## src/rtl/wh_div_pkg.sv

```systemverilog
package wh_div_pkg;

  typedef enum logic {
    PH_LOW  = 1'b0,
    PH_HIGH = 1'b1
  } phase_e;

endpackage

```

## src/rtl/wh_div_cfg.sv

```systemverilog
module wh_div_cfg #(
  parameter int CNT_W = 4,
  localparam int REG_W = 2 * CNT_W + 2,
  localparam int BYP_BIT = 2 * CNT_W,
  localparam int CMT_BIT = 2 * CNT_W + 1
) (
  input  logic             clk,
  input  logic             rst,
  input  logic             we_i,
  input  logic [REG_W-1:0] wdata_i,
  input  logic             bnd_i,
  output logic [REG_W-1:0] rdata_o,
  output logic [CNT_W-1:0] act_wait_o,
  output logic [CNT_W-1:0] act_hold_o,
  output logic             act_byp_o
);

  logic [CNT_W-1:0] stg_wait_q, stg_hold_q;
  logic             stg_byp_q;
  logic             pend_q;
  logic [CNT_W-1:0] act_wait_q, act_hold_q;
  logic             act_byp_q;

  logic commit_wr;
  logic load_now;

  assign commit_wr = we_i & wdata_i[CMT_BIT];
  assign load_now  = pend_q & bnd_i;

  always_ff @(posedge clk) begin
    if (rst) begin
      stg_wait_q <= '0;
      stg_hold_q <= '0;
      stg_byp_q  <= 1'b0;
      pend_q     <= 1'b0;
      act_wait_q <= '0;
      act_hold_q <= '0;
      act_byp_q  <= 1'b0;
    end else begin
      if (we_i) begin
        stg_wait_q <= wdata_i[CNT_W-1:0];
        stg_hold_q <= wdata_i[2*CNT_W-1:CNT_W];
        stg_byp_q  <= wdata_i[BYP_BIT];
      end
      pend_q <= commit_wr | (pend_q & ~bnd_i);
      if (load_now) begin
        act_wait_q <= stg_wait_q;
        act_hold_q <= stg_hold_q;
        act_byp_q  <= stg_byp_q;
      end
    end
  end

  assign rdata_o    = {pend_q, stg_byp_q, stg_hold_q, stg_wait_q};
  assign act_wait_o = act_wait_q;
  assign act_hold_o = act_hold_q;
  assign act_byp_o  = act_byp_q;

  p_pend_set_r4: assert property (@(posedge clk) disable iff (rst)
    commit_wr |=> pend_q);

  p_pend_clear_r4: assert property (@(posedge clk) disable iff (rst)
    (pend_q && bnd_i && !commit_wr) |=> !pend_q);

  p_no_load_r3: assert property (@(posedge clk) disable iff (rst)
    !(pend_q && bnd_i) |=> $stable({act_wait_q, act_hold_q, act_byp_q}));

  p_load_old_r9: assert property (@(posedge clk) disable iff (rst)
    (pend_q && bnd_i) |=> (act_wait_q == $past(stg_wait_q)) && (act_hold_q == $past(stg_hold_q)));

endmodule

```

## src/rtl/wh_div_phase.sv

```systemverilog
module wh_div_phase #(
  parameter int CNT_W = 4
) (
  input  logic             clk,
  input  logic             rst,
  input  logic [CNT_W-1:0] wait_i,
  input  logic [CNT_W-1:0] hold_i,
  input  logic             byp_i,
  output logic             ph_o,
  output logic             bnd_o
);
  import wh_div_pkg::*;

  phase_e           ph_q;
  logic [CNT_W-1:0] cnt_q;
  logic             end_high, end_low;

  assign end_high = (ph_q == PH_HIGH) && (cnt_q == wait_i);
  assign end_low  = (ph_q == PH_LOW) && (cnt_q == hold_i);
  assign bnd_o    = byp_i | end_low;
  assign ph_o     = (ph_q == PH_HIGH);

  always_ff @(posedge clk) begin
    if (rst || byp_i) begin
      ph_q  <= PH_HIGH;
      cnt_q <= '0;
    end else if (end_high) begin
      ph_q  <= PH_LOW;
      cnt_q <= '0;
    end else if (end_low) begin
      ph_q  <= PH_HIGH;
      cnt_q <= '0;
    end else begin
      cnt_q <= cnt_q + 1'b1;
    end
  end

  p_high_limit_r2: assert property (@(posedge clk) disable iff (rst)
    (ph_q == PH_HIGH) |-> (cnt_q <= wait_i));

  p_low_limit_r2: assert property (@(posedge clk) disable iff (rst)
    (ph_q == PH_LOW) |-> (cnt_q <= hold_i));

  p_fresh_high_r5: assert property (@(posedge clk) disable iff (rst)
    $rose(ph_o) |-> (cnt_q == '0));

  p_bypass_park_r7: assert property (@(posedge clk) disable iff (rst)
    byp_i |=> (ph_o && cnt_q == '0));

endmodule

```

## src/rtl/wh_clk_div.sv

```systemverilog
module wh_clk_div #(
  parameter int CNT_W = 4,
  localparam int REG_W = 2 * CNT_W + 2
) (
  input  logic             clk,
  input  logic             rst,
  input  logic             cfg_we,
  input  logic [REG_W-1:0] cfg_wdata,
  output logic [REG_W-1:0] cfg_rdata,
  output logic             clk_out
);

  logic [CNT_W-1:0] act_wait, act_hold;
  logic             act_byp;
  logic             ph, bnd;

  wh_div_cfg #(.CNT_W(CNT_W)) u_cfg (
    .clk       (clk),
    .rst       (rst),
    .we_i      (cfg_we),
    .wdata_i   (cfg_wdata),
    .bnd_i     (bnd),
    .rdata_o   (cfg_rdata),
    .act_wait_o(act_wait),
    .act_hold_o(act_hold),
    .act_byp_o (act_byp)
  );

  wh_div_phase #(.CNT_W(CNT_W)) u_phase (
    .clk   (clk),
    .rst   (rst),
    .wait_i(act_wait),
    .hold_i(act_hold),
    .byp_i (act_byp),
    .ph_o  (ph),
    .bnd_o (bnd)
  );

  assign clk_out = act_byp ? clk : ph;

endmodule

```

## config.mk

```make
export PLATFORM = sky130hd
export DESIGN_NAME = wh_clk_div
export DESIGN_NICKNAME = d
export VERILOG_FILES = /design/src/rtl/wh_div_pkg.sv /design/src/rtl/wh_div_cfg.sv /design/src/rtl/wh_div_phase.sv /design/src/rtl/wh_clk_div.sv
export SDC_FILE = /design/constraint.sdc
export NUM_CORES = 1
export LEC_CHECK = 0
export CAP_MARGIN = 20
export CORE_AREA = 8 8 60 62
export CTS_BUF_LIST = sky130_fd_sc_hd__clkbuf_8
export CTS_CLUSTER_DIAMETER = 50
export DETAILED_ROUTE_END_ITERATION = 12
export DIE_AREA = 0 0 68 70
export HOLD_SLACK_MARGIN = 0.03
export PLACE_DENSITY = 0.66
export SLEW_MARGIN = 0
export SYNTH_ARGS = -nofsm -noshare
export SYNTH_HDL_FRONTEND = slang
export SYNTH_SLANG_ARGS = --single-unit
```

## constraint.sdc

```tcl
create_clock -name clk -period 1.45 [get_ports clk]
set_clock_uncertainty 0.2 [all_clocks]
set_input_delay 0.29 -clock clk [delete_from_list [all_inputs] [get_ports clk]]
set_output_delay 0.29 -clock clk [all_outputs]
set_load 0.005 [all_outputs]
```

==> flow_metrics.tcl <==
set metrics [dict create \
    path_clk_slew_ps 90 \
    place_congestion 0.8106 \
    setup_ws_ps -228.2 \
    netlist_instances 105 \
    fin_crit_ps 1678 \
    dp_hpwl_um 1637 \
    end_kind "register" \
    async_flop_share 0 \
    drc 0 \
    failed_checks "negative setup slack" \
    num_io_pins 24 \
    cp.arrival_ps 1780 \
    tritoncts "built" \
    grt_max_degree 18 \
    power.density_nw_per_um2 1378 \
    vias 886 \
    rsz0062_at_grt "true" \
    core_region_area_um2 2663 \
    finalHoldViolations 0 \
    clk_latency_ps 380 \
    grt_pass1_vias 1038 \
    cp.required_ps 1550 \
    nNetsFinal 170 \
    maxSlewViolCount 0 \
    netlist_area_um2 1013 \
    die_area_um2 4760 \
    setup_viol 17 \
    crit_fanout 8 \
    cp-start-kind "register" \
    final_area_um2 1604 \
    std_cell_rows 19 \
    wl_per_cell_um 13.36 \
    die_h_um 70 \
    post-route-util 0.6024 \
    yosysTopAreaCell "dfxtp_1" \
    period_share 1.157 \
    status "finished with violations" \
    ant_nets 0 \
    ys.flop_type "dfxtp_1" \
    cellLeakagePower_uw 0.0006843 \
    met3_usage 0.06539 \
    worst_pin_slew_ps 363.1 \
    track_usage 0.1157 \
    port_buffers 23 \
    yosysMostFrequentCell "dfxtp_1" \
    die_w_um 68 \
    antenna_cells 0 \
    hold_path_class "primary input to register" \
    overflow 0 \
    fmax_mhz 595.9 \
    synth_top_cells_by_area "dfxtp_1, mux2i_1, nand2_1, xnor2_1, nor2_1" \
    wl_um 2485 \
    netlist_top_cells_count "dfxtp_1, nand2_1, mux2i_1, nor2_1, xnor2_1" \
    start_util 0.3806 \
    synth.top_cell.area_share 0.4741 \
    dr.pass1.iters 6 \
    cts_hold_buf 0 \
    ys_seq_area_frac 0.4741 \
    globalRoute.busiestLayer "met2" \
    synthDistinctLibCells 23 \
    drive_gt1_frac 0.4258 \
    dpl_cell_area_um2 1384 \
    drv_cap 0 \
    via_per_inst 4.763 \
    syn_nets 119 \
    grtUsageMet1 0.1198 \
    drtIter0Drc 26 \
    crit_type "register to register" \
    peakVddDrop_mv 1.036 \
    area_growth_pct 58.27 \
    finalSetupTns_ps -2486 \
    grt_pass1_wl_um 4291 \
    ys_ff_latch 24 \
    antenna_found_initial 0 \
    globalRouteMet2Util 0.1712 \
    max_slew_margin 0.7570 \
    synth_edf_count 0 \
    avgSynthCellArea_um2 9.652 \
    p_total_uw 2211 \
    yosys_warnings 0 \
]
worst max-delay path: stages, from the launching register on:
cell     delay, ps
dfxtp_2        340
xnor2_2        180
nand3_2        110
o41ai_2        320
buf_4          250
mux2i_1        210
path summary, 6_finish.rpt:
| check | from | end | slack (ps) | depth (start not counted) |
|---|---|---|---|---|
| max | u_cfg.act_hold_o[2]$_SDFFE_PP0P_ | u_cfg.act_wait_o[3]$_SDFFE_PP0P_ | -230 | 5 |
| min | cfg_wdata[9] | u_cfg.pend_q$_SDFF_PP0_ | 270 | 3 |
| max reg2reg | u_cfg.act_hold_o[2]$_SDFFE_PP0P_ | u_cfg.act_wait_o[3]$_SDFFE_PP0P_ | -230 | 5 |
| min reg2reg | u_cfg.act_hold_o[0]$_SDFFE_PP0P_ | u_cfg.act_hold_o[0]$_SDFFE_PP0P_ | 280 | 2 |
cell usage in the layout (no fill, tap or decap), types with 2 or more instances in the layout:
| cell type | instances |
|---|---|
| clkbuf_8 | 4 |
| dfxtp_2 | 16 |
| xnor2_1 | 6 |
| nor3_2 | 3 |
| mux2i_1 | 17 |
| buf_4 | 25 |
| clkdlybuf4s15_1 | 5 |
| nand2_1 | 18 |
| inv_1 | 2 |
| dfxtp_1 | 8 |
| xnor2_2 | 2 |
| inv_2 | 2 |
| clkdlybuf4s50_1 | 12 |
| clkbuf_2 | 5 |
| nor2_1 | 10 |
| xor2_1 | 2 |
per-layer routing:
| layer | up-vias | part of all wire |
|---|---|---|
| met5 | - | 0 |
| met3 | 10 | 0.062 |
| li1 | 446 | - |
| met2 | 24 | 0.46 |
| met1 | 406 | 0.44 |
| met4 | 0 | 0.034 |
where the power goes:
| group | internal (µW) | leakage [µW] | switching [µW] |
|---|---|---|---|
| Combinational | 374 | 0.000427 | 289 |
| Clock | 514 | 0.0000558 | 253 |
| Sequential | 730 | 0.000202 | 50.6 |
| Total | 1620 | 0.000684 | 592 |
cells by family after synthesis:
logic type	count (synthesis)	synth area share
buffers and inverters	10	0.04936
AO/OA/AOI/OAI	6	0.05927
AND/OR/NAND/NOR	37	0.1506
adder cells (fa/ha/maj)	1	0.01234
XOR/XNOR	10	0.08643
multiplexers	17	0.1679
flip-flops	24	0.4741
flip-flops by register name, indices dropped and copies added (netlist names):
signal / flops
u_cfg.stg_byp_q: 1
u_cfg.act_byp_o: 1
u_cfg.pend_q: 1
u_phase.ph_o: 1
u_cfg.act_hold_o: 4
u_phase.cnt_q: 4
u_cfg.act_wait_o: 4
u_cfg.stg_hold_q: 4
u_cfg.stg_wait_q: 4
stage by stage:
stage          std cells  hold WS (ps)  setup slack [ps]
6_report             186         271.3            -228.2
5_1_grt              186         298.4            -312.1
4_1_cts              187         262.0            -236.2
3_5_place_dp         169         262.0            -281.2
3_3_place_gp         169         259.3            -281.3
2_1_floorplan        105         199.6            -69.51
area by class of cell:
type | instances | area (µm²)
timing repair buffer | 49 | 414.1
clock inverter | 1 | 30.03
sequential | 24 | 500.5
tap | 31 | 38.79
inverter | 4 | 15.01
multi-input combinational | 71 | 530.5
fill | 222 | 1059
clock buffer | 6 | 75.07
timing repair:
item,4_1_cts,5_1_grt
buffers inserted,12,0
resized for setup,44,9
pin swaps,4,1
endpoints found under the setup margin,28,25
No activity file was read; power rests on OpenSTA's default activity.
